## src/rtl/tpp_pkg.sv

```systemverilog
package tpp_pkg;
  localparam int NPORT    = 3;
  localparam int HS_LINES = 3;
  localparam int MODE_BIT = 0;
  typedef enum logic [2:0] {
    RS_DATA = 3'd0, RS_DATB = 3'd1, RS_DATC = 3'd2,
    RS_DIRA = 3'd3, RS_DIRB = 3'd4, RS_DIRC = 3'd5,
    RS_CTL  = 3'd6, RS_AINT = 3'd7
  } rsel_e;
endpackage

```

## src/rtl/tpp_regs.sv

```systemverilog
module tpp_regs
  import tpp_pkg::*;
#(
  parameter int DW   = 8,
  parameter int NINT = DW - HS_LINES
) (
  input  logic                       clk,
  input  logic                       rst,
  input  logic                       we,
  input  logic [2:0]                 rs,
  input  logic [DW-1:0]              wd,
  output logic [NPORT-1:0][DW-1:0]   dat_q,
  output logic [NPORT-1:0][DW-1:0]   dir_q,
  output logic [DW-1:0]              ctl_q,
  output logic [NINT-1:0]            mask_q
);
  logic mode;
  assign mode = ctl_q[MODE_BIT];

  for (genvar p = 0; p < NPORT; p++) begin : g_port
    localparam bit IS_C = (p == NPORT - 1);
    logic dat_sel, dir_sel;
    assign dat_sel = we && (rs == 3'(p));
    assign dir_sel = we && (rs == 3'(NPORT + p)) && !(IS_C && mode);

    always_ff @(posedge clk) begin
      if (rst) begin
        dat_q[p] <= '0;
        dir_q[p] <= '0;
      end else begin
        if (dat_sel) dat_q[p] <= wd;
        if (dir_sel) dir_q[p] <= wd;
      end
    end
  end

  always_ff @(posedge clk) begin
    if (rst) begin
      ctl_q  <= '0;
      mask_q <= '0;
    end else begin
      if (we && rs == RS_CTL) ctl_q <= wd;
      if (we && rs == RS_DIRC && mode) mask_q <= wd[NINT-1:0];
    end
  end


  dirc_keep_chk: assert property (@(posedge clk) disable iff (rst)
    mode |=> (dir_q[NPORT-1] == $past(dir_q[NPORT-1])));

  mask_keep_chk: assert property (@(posedge clk) disable iff (rst)
    !mode |=> (mask_q == $past(mask_q)));

  aint_wr_chk: assert property (@(posedge clk) disable iff (rst)
    (rs == RS_AINT) |=> (ctl_q == $past(ctl_q)));
endmodule

```

## src/rtl/tpp_pin_drv.sv

```systemverilog
module tpp_pin_drv
  import tpp_pkg::*;
#(
  parameter int DW  = 8,
  parameter bit OVR = 1'b0
) (
  input  logic                clk,
  input  logic                rst,
  input  logic                mode_i,
  input  logic [HS_LINES-1:0] hs_i,
  input  logic [DW-1:0]       dat_i,
  input  logic [DW-1:0]       dir_i,
  output logic [DW-1:0]       out_o,
  output logic [DW-1:0]       oe_o
);
  localparam int NLOW = DW - HS_LINES;

  if (OVR) begin : g_ovr
    always_comb begin
      if (mode_i) begin
        out_o = {hs_i, dat_i[NLOW-1:0]};
        oe_o  = {{HS_LINES{1'b1}}, {NLOW{1'b0}}};
      end else begin
        out_o = dat_i;
        oe_o  = dir_i;
      end
    end

    ovr_oe_chk: assert property (@(posedge clk) disable iff (rst)
      mode_i |-> (oe_o[DW-1 -: HS_LINES] == '1 && oe_o[NLOW-1:0] == '0
                  && out_o[DW-1 -: HS_LINES] == hs_i));
  end else begin : g_plain
    logic unused_in;
    assign unused_in = ^{mode_i, hs_i};
    assign out_o = dat_i;
    assign oe_o  = dir_i;
  end


  dir_oe_chk: assert property (@(posedge clk) disable iff (rst)
    !mode_i |-> (oe_o == dir_i && out_o == dat_i));
endmodule

```

## src/rtl/tpp_rd_mux.sv

```systemverilog
module tpp_rd_mux
  import tpp_pkg::*;
#(
  parameter int DW   = 8,
  parameter int NINT = DW - HS_LINES
) (
  input  logic                     clk,
  input  logic                     rst,
  input  logic                     cs,
  input  logic                     rw,
  input  logic [2:0]               rs,
  input  logic [NPORT-1:0][DW-1:0] pin_i,
  input  logic [NPORT-1:0][DW-1:0] dir_i,
  input  logic [DW-1:0]            ctl_i,
  input  logic [NINT-1:0]          mask_i,
  input  logic [NINT-1:0]          aint_i,
  output logic [DW-1:0]            d_out,
  output logic                     d_oe
);
  logic mode;
  assign mode = ctl_i[MODE_BIT];
  assign d_oe = cs && rw;

  always_comb begin
    unique case (rsel_e'(rs))
      RS_DATA: d_out = pin_i[0];
      RS_DATB: d_out = pin_i[1];
      RS_DATC: d_out = pin_i[2];
      RS_DIRA: d_out = dir_i[0];
      RS_DIRB: d_out = dir_i[1];
      RS_DIRC: d_out = mode ? {{(DW-NINT){1'b0}}, mask_i} : dir_i[2];
      RS_CTL:  d_out = ctl_i;
      RS_AINT: d_out = {{(DW-NINT){1'b0}}, aint_i};
      default: d_out = '0;
    endcase
  end


  bus_oe_chk: assert property (@(posedge clk) disable iff (rst)
    !cs |-> !d_oe);

  pin_rd_chk: assert property (@(posedge clk) disable iff (rst)
    (rs == RS_DATA) |-> (d_out == pin_i[0]));
endmodule

```

## src/rtl/tri_port_pio.sv

```systemverilog
module tri_port_pio
  import tpp_pkg::*;
#(
  parameter int DW   = 8,
  parameter int NINT = DW - HS_LINES
) (
  input  logic                clk,
  input  logic                rst,
  input  logic                cs,
  input  logic                rw,
  input  logic [2:0]          rs,
  input  logic [DW-1:0]       d_in,
  output logic [DW-1:0]       d_out,
  output logic                d_oe,
  input  logic [DW-1:0]       pa_in,
  output logic [DW-1:0]       pa_out,
  output logic [DW-1:0]       pa_oe,
  input  logic [DW-1:0]       pb_in,
  output logic [DW-1:0]       pb_out,
  output logic [DW-1:0]       pb_oe,
  input  logic [DW-1:0]       pc_in,
  output logic [DW-1:0]       pc_out,
  output logic [DW-1:0]       pc_oe,
  input  logic [HS_LINES-1:0] hs_ctl_i,
  input  logic [NINT-1:0]     aint_i,
  output logic [DW-1:0]       ctl_o,
  output logic [NINT-1:0]     imask_o
);
  logic                     we;
  logic [NPORT-1:0][DW-1:0] dat_q, dir_q, pin_in, pin_out, pin_oe;
  logic [DW-1:0]            ctl_q;
  logic [NINT-1:0]          mask_q;

  assign we      = cs && !rw;
  assign pin_in  = {pc_in, pb_in, pa_in};
  assign ctl_o   = ctl_q;
  assign imask_o = mask_q;

  tpp_regs #(.DW(DW), .NINT(NINT)) u_regs (
    .clk(clk), .rst(rst), .we(we), .rs(rs), .wd(d_in),
    .dat_q(dat_q), .dir_q(dir_q), .ctl_q(ctl_q), .mask_q(mask_q)
  );

  for (genvar p = 0; p < NPORT; p++) begin : g_drv
    tpp_pin_drv #(.DW(DW), .OVR(p == NPORT - 1)) u_drv (
      .clk(clk), .rst(rst), .mode_i(ctl_q[MODE_BIT]), .hs_i(hs_ctl_i),
      .dat_i(dat_q[p]), .dir_i(dir_q[p]),
      .out_o(pin_out[p]), .oe_o(pin_oe[p])
    );
  end

  assign pa_out = pin_out[0];
  assign pb_out = pin_out[1];
  assign pc_out = pin_out[2];
  assign pa_oe  = pin_oe[0];
  assign pb_oe  = pin_oe[1];
  assign pc_oe  = pin_oe[2];

  tpp_rd_mux #(.DW(DW), .NINT(NINT)) u_rd (
    .clk(clk), .rst(rst), .cs(cs), .rw(rw), .rs(rs),
    .pin_i(pin_in), .dir_i(dir_q), .ctl_i(ctl_q), .mask_i(mask_q),
    .aint_i(aint_i), .d_out(d_out), .d_oe(d_oe)
  );


  no_cs_hold_chk: assert property (@(posedge clk) disable iff (rst)
    !cs |=> (ctl_o == $past(ctl_o) && imask_o == $past(imask_o)));

  rst_clear_chk: assert property (@(posedge clk)
    rst |=> (ctl_o == '0 && pa_oe == '0 && pb_oe == '0 && pc_oe == '0));
endmodule

```

## config.mk

```make
export PLATFORM = sky130hd
export DESIGN_NAME = tri_port_pio
export DESIGN_NICKNAME = d
export VERILOG_FILES = /design/src/rtl/tpp_pkg.sv /design/src/rtl/tpp_regs.sv /design/src/rtl/tpp_pin_drv.sv /design/src/rtl/tpp_rd_mux.sv /design/src/rtl/tri_port_pio.sv
export SDC_FILE = /design/constraint.sdc
export NUM_CORES = 1
export LEC_CHECK = 0
export BUFFER_PORTS_ARGS = -buffer_cell sky130_fd_sc_hd__buf_2
export CAP_MARGIN = 20
export CORE_MARGIN = 1.5
export CORE_UTILIZATION = 50
export CTS_CLUSTER_DIAMETER = 50
export DETAILED_ROUTE_END_ITERATION = 10
export GPL_TIMING_DRIVEN = 0
export PLACE_DENSITY = 0.89
export SYNTH_ARGS = -nofsm -noshare
export SYNTH_HDL_FRONTEND = slang
export SYNTH_SLANG_ARGS = --single-unit
```

## constraint.sdc

```tcl
create_clock -name clk -period 1.9 [get_ports clk]
set_input_delay 0.095 -clock clk [delete_from_list [all_inputs] [get_ports clk]]
set_output_delay 0.095 -clock clk [all_outputs]
set_load 0.01 [all_outputs]
```

==> summary.txt, run 1 <==
Status
  • Status: finished clean

Timing
  • Worst clock skew: a little over 0.005 ns
  • Max transition margin: 0.523
  • Final setup TNS: 0 ns
  • Final WS setup: 0.0743 ns
  • Tcrit/Tclk final: 0.961
  • Setup violations, final: 0
  • Highest clock rate: ~550 MHz
  • Hold Vio Cnt, Final: 0
  • Hold WS: roughly 0.11 ns
  • RSZ-0062 raised after global routing: yes
  • Clock period minus worst slack: about 1.8 ns
  • Tightest Pin Transition: 0.710 ns
  • Slew Limit Fails: 0

Power and ir drop
  • Power Dens Cells: 654 nW/um2
  • Reported leakage power: around 2.0 nW
  • Design Power: approximately 2.7 mW
  • VDD IR max: 0.000571 V

Yosys
  • Asr flop ratio synth: 0
  • Ys flop type: dfxtp_1
  • Post-synth EDFFs: 0
  • Post-synth top area cell: dfxtp_1
  • Share of the synthesized area in the top cell type: 0.378
  • Syn avg cell area: 8.84 um2
  • Ys Warns: 0
  • Post-synthesis sequential area ratio: 0.378
  • Synthesized Nets: roughly 410
  • Synth Register Bits: 61
  • Top cells by area, synth: dfxtp_1 38%, mux2i_1 15%, buf_4 8.8%
  • Mapped cell area: between 3000 and 4000 um2
  • Yosys cell types: 33
  • Post-synthesis cell count: around 370

Placement
  • Hpwl dp: 6670 um
  • DP Worst Slack: between 0.008 and 0.009 ns
  • GP Congestion: approximately 0.9
  • # port buffers: 109
  • Area after DPL: approximately 3900 um2

Route
  • Initial DRC Count: between 200 and 300
  • Vias per Instance: around 5.5
  • Post-route DRC: 0
  • Wire per inst: approximately 16 um
  • Final WL: 9180 um
  • ANT nets after route: 0
  • Drt first pass iters: 6
  • Via Count: a little over 3k

Finish
  • Layout cells sized above 1: 0.395
  • Final Cell Area: around 4100 um2
  • Fill cell count: around 530
  • Syn-to-layout area delta: 26.0%
  • Register area: between 1000 and 1500 um2
  • Area of the multi-input gates: between 1500 and 2000 um2
  • Most frequent cells in the layout: 119 x buf_2, 61 x nor2_1, 60 x dfxtp_1
  • Nets: about 530
  • Commonest non-fill, non-tap cell in the layout: buf_2
  • Diodes inserted: 0

Critical path
  • Delay of the slowest critical-path stage: around 0.4 ns
  • Reg2Reg Launch Point: u_regs.ctl_q[0]
  • Critical path launch point type: flip-flop
  • Crit path capture type: primary output
  • Setup CP Type: flip-flop to primary output
  • WP data arrival: about 1.7 ns
  • Critical Path, Cell by Cell: buf_4 -> buf_4 -> a22o_1 -> nand2_1 -> a31oi_1 -> buf_2
  • Worst reg-to-reg path cell count: 4
  • Worst R2R End: u_regs.mask_q[0]
  • Most used cell, CP: buf_4
  • Maximum fanout along the worst path: 10
  • Critical Path RT: between 1.5 and 2 ns
  • R2R setup slack: around 0.38 ns
  • CP max-delay cell: dfxtp_2

CTS
  • H-tree depth: 3
  • Clk buf depth: 2
  • Postcts setup bufs: 0
  • Root Driver: clkbuf_8
  • Clock Sinks: 61
  • Num CTS Buffers: 9
  • Clock latency reported for the late side of the worst-skew pair: 0.34 ns
  • Clock-pin slew on the worst setup and hold paths: 0.06 ns
  • CTS tree: built

Floorplan
  • # rows: 29
  • Chip height: approximately 83 um
  • Number of I/O pins: about 120
  • Core area: 6310 um2
  • Die area: ~7000 um2
  • Initial Util: 0.512
  • Width of the die: 83.4 um

Hold path
  • Hold path start: rst
  • Hold depth: 2
  • Hold EP: u_regs.dat_q[16]
  • Hold crit path type: primary input to flip-flop

Global routing
  • Global Route Usage Sum: 0.263
  • GR Overflow Total: 0
  • Largest net degree at the start of global routing: 11
  • First-pass GRT wire length: around 14000 um
  • Vias in the first global route: a little under 3k
  • Initial antenna violation count: 0

Flow run
  • Max cap viols: 0
-- metrics by stage --
stage,instances,utilization
6_report,568,0.645
3_3_place_gp,552,0.614
4_1_cts,568,0.642
5_1_grt,568,0.645
2_1_floorplan,366,-
3_5_place_dp,552,0.614
-- Yosys cell counts (all sizes together), types with 8 or more instances --
cell type and instances:
a21oi 16, a221oi 8, a22o 8, buf 52, clkbuf 15, dfxtp 61
mux2 8, mux2i 49, nand2 21, nand3 17, nor2 61, nor2b 12
-- critical path, delay by kind of cell (launching register included) --
| family | cells | cell delay, ns |
|---|---|---|
| simple gates | 1 | 0.05 |
| buf+inv | 3 | 0.56 |
| flops | 1 | 0.40 |
| compound gates | 2 | 0.38 |
-- routing by layer --
layer | up-vias | GRT usage | part of all wire
met5 | - | 0 | 0
li1 | 1451 | - | -
met1 | 1450 | 0.330 | 0.39
met4 | 0 | 0.115 | 0.034
met3 | 34 | 0.0835 | 0.11
met2 | 182 | 0.415 | 0.46
-- repair_timing --
action                                  4_1_cts  5_1_grt
endpoints found under the setup margin       10        3
pin swaps                                     0        2
gates resized for setup                       4        3
hold buffers                                  0        0
-- flip-flops by register name, indices dropped and copies added (netlist names) --
register       flops
u_regs.ctl_q       8
u_regs.dir_q      24
u_regs.dat_q      24
u_regs.mask_q      5
-- cells by family (layout without fill, tap and decap cells) --
| kind of cell | count (synthesis) | in the layout | share of synthesized area |
|---|---|---|---|
| mux | 60 | 60 | 0.200 |
| compound gates | 46 | 46 | 0.0983 |
| simple gates | 128 | 128 | 0.193 |
| flops | 61 | 61 | 0.378 |
| buf+inv | 71 | 196 | 0.131 |
-- cell type report --
cell class                      count  area share
Multi-Input combinational cell    234       0.395
Sequential cell                    61       0.300
Timing Repair Buffer              109       0.134
Buffer                             67       0.102
Clock buffer                       15      0.0408
Tap cell                           77      0.0236
Inverter                            4     0.00369
Clock inverter                      1     0.00123
-- how the worst max path moves through the flow --
stage	startpoint	to	slack (ns)
2_1_floorplan	u_regs.ctl_q[0]	d_out[0]	0.41
3_3_place_gp	u_regs.ctl_q[0]	d_out[0]	0.04
3_5_place_dp	u_regs.ctl_q[0]	d_out[0]	0.008
5_1_grt	rs[1]	d_out[3]	-0.02
4_1_cts	u_regs.ctl_q[0]	d_out[2]	0.05
6_report	u_regs.ctl_q[0]	d_out[0]	0.07
-- power breakdown --
| group | total, mW | internal, mW | switching [mW] |
|---|---|---|---|
| registers | 1.30 | 1.29 | 0.0107 |
| clock network | 1.01 | 0.545 | 0.467 |
| logic | 0.348 | 0.145 | 0.203 |
No activity file was read; power rests on OpenSTA's default activity.
==> run 2: changes to the inputs <==
Settings changed: MAX_ROUTING_LAYER set to met4.
==> run 2 against run 1 <==
Die area is the same. Clock power about the same. Global-route usage grew 0.75 points. Count of clock-buffer cells in the layout did not move. Sequential cell count is the same. Via count grew 0.29%. Power increased by 0.12%. Clock skew shrank 0.0012 ns. Critical path depth stayed put. Worst hold slack got worse by 0.0084 ns. Utilization stayed put. Cell count did not move.
==> summary.txt, run 2 (synthesis results as in run 1) <==
Finish
  • Register area: roughly 1200 um2
  • Diodes inserted: 0
  • Area of the multi-input gates: between 1500 and 2000 um2
  • Nets: between 500 and 600
  • Regs by FF count: u_regs.dat_q x24, u_regs.dir_q x24, u_regs.ctl_q x8
  • Most frequent cells in the layout: 119 x buf_2, 61 x nor2_1, 60 x dfxtp_1
  • Fill cell count: between 500 and 600
  • Layout cells sized above 1: 0.395
  • Syn-to-layout area delta: 26.0%
  • Commonest non-fill, non-tap cell in the layout: buf_2

Status
  • Status: finished clean

Timing
  • Max transition margin: 0.524
  • Tcrit/Tclk final: 0.979
  • Setup violations, final: 0
  • Worst clock skew: just under 0.004 ns
  • Slew Limit Fails: 0
  • Clock period minus worst slack: 1.86 ns
  • Final WS setup: between 0.03 and 0.04 ns
  • Hold WS: roughly 0.098 ns
  • Highest clock rate: approximately 540 MHz
  • Hold Vio Cnt, Final: 0
  • RSZ-0062 raised after global routing: yes
  • Tightest Pin Transition: between 0.7 and 0.8 ns

Global routing
  • Global Route Usage Sum: 0.270
  • GR Overflow Total: 0
  • Vias in the first global route: 2900
  • Initial antenna violation count: 0
  • First-pass GRT wire length: around 14000 um
  • Largest net degree at the start of global routing: 11

Route
  • Final WL: roughly 9000 um
  • Via Count: 3126
  • Post-route DRC: 0
  • Initial DRC Count: 290
  • Drt first pass iters: 5
  • Wire per inst: between 15 and 20 um
  • ANT nets after route: 0
  • Vias per Instance: approximately 5.5

Placement
  • GP Congestion: roughly 0.91
  • Hpwl dp: approximately 6700 um
  • DP Worst Slack: roughly 0.0083 ns
  • # port buffers: approximately 110

Floorplan
  • # rows: 29
  • Initial Util: 0.512
  • Width of the die: 83.4 um
  • Core area: 6310 um2
  • Die area: 6960 um2
  • Number of I/O pins: around 120
  • Chip height: 83.4 um

Flow run
  • Max cap viols: 0

Power and ir drop
  • VDD IR max: 0.000568 V
  • NetSw: 683 uW
  • Power Dens Cells: about 650 nW/um2
  • Part of the power in registers: 0.489
  • Clock share of power: 0.380
  • Pint: 1.98 mW
  • Comb pwr share: 0.131
  • Reported leakage power: approximately 2.0 nW
  • Net Sw Frac: 0.256

CTS
  • Clk buf depth: 2
  • Root Driver: clkbuf_8
  • Clock latency reported for the late side of the worst-skew pair: 0.34 ns
  • CTS tree: built
  • Postcts setup bufs: 0
  • Clock-pin slew on the worst setup and hold paths: 0.06 ns
  • Hold_buf cts: 0
  • H-tree depth: 3
  • Clock Sinks: 61
  • Num CTS Buffers: 9

Critical path
  • Delay of the slowest critical-path stage: around 0.40 ns
  • Setup CP Type: flip-flop to primary output
  • WP data arrival: around 1.8 ns
  • Crit path capture type: primary output
  • CP max-delay cell: dfxtp_2
  • Critical Path, Cell by Cell: buf_4 -> buf_4 -> a22o_1 -> nand2_1 -> a31oi_1 -> buf_2
  • Critical Path RT: between 1.5 and 2 ns
  • Critical path launch point type: flip-flop
  • Maximum fanout along the worst path: 10
  • Most used cell, CP: buf_4

Hold path
  • Hold crit path type: primary input to flip-flop
run 2: cell counts in the layout (fill, tap and decap cells not counted):
No cell type changed its count.
run 2: what timing repair did:
action / 4_1_cts / 5_1_grt
pin swaps: 0 / 2
setup endpoints to repair: 10 / 3
gates resized for setup: 4 / 3
run 2: stage by stage:
| stage | power [mW] | utilization | std cells | TNS (ns) | area [um2] |
|---|---|---|---|---|---|
| after floorplan | 1.53 | - | 366 | 0 | 3230 |
| after global placement | 1.66 | 0.614 | 552 | 0 | 3880 |
| after detailed placement | 1.67 | 0.614 | 552 | 0 | 3880 |
| after CTS | 2.66 | 0.642 | 568 | 0 | 4060 |
| after global routing | 2.77 | 0.645 | 568 | -0.0275 | 4070 |
| final | 2.67 | 0.645 | 568 | 0 | 4070 |
run 2: power by group through the flow:
| stage | sequential, mW | combinational, mW | clock, mW |
|---|---|---|---|
| global placement | 1.33 | 0.327 | 0 |
| floorplan | 1.33 | 0.200 | 0 |
| finish | 1.31 | 0.349 | 1.01 |
| detailed placement | 1.33 | 0.335 | 0 |
| CTS | 1.30 | 0.337 | 1.02 |
| global route | 1.31 | 0.373 | 1.09 |
run 2: routing by layer:
layer,vias up,global-route usage,share of wire
li1,1455,-,-
met1,1450,0.335,0.40
met2,190,0.417,0.46
met3,31,0.0765,0.10
met4,0,0.112,0.033
met5,-,-,0
run 2: area by class of cell:
| class | instances | area share |
|---|---|---|
| Sequential cell | 61 | 0.300 |
| Clock inverter | 1 | 0.00123 |
| Tap cell | 77 | 0.0236 |
| Multi-Input combinational cell | 234 | 0.395 |
| Inverter | 4 | 0.00369 |
| Timing Repair Buffer | 109 | 0.134 |
| Buffer | 67 | 0.102 |
| Clock buffer | 15 | 0.0408 |
run 2: worst paths after layout:
path,endpoint,slack (ns),depth (start not counted),start
worst min-delay path,u_regs.dat_q[16],0.1,2,rst
worst max-delay path,d_out[0],0.04,6,u_regs.ctl_q[0]
worst max register to register,u_regs.mask_q[0],0.38,4,u_regs.ctl_q[0]
worst min register to register,u_regs.dat_q[2],0.46,2,u_regs.dat_q[2]
run 2: critical path: cells and delay by family, from the launching register on:
family                 cells  cell delay [ns]
and+or+nand+nor            1             0.05
buffers and inverters      3             0.56
DFF                        1             0.40
AOI/OAI and AO/OA          2             0.40
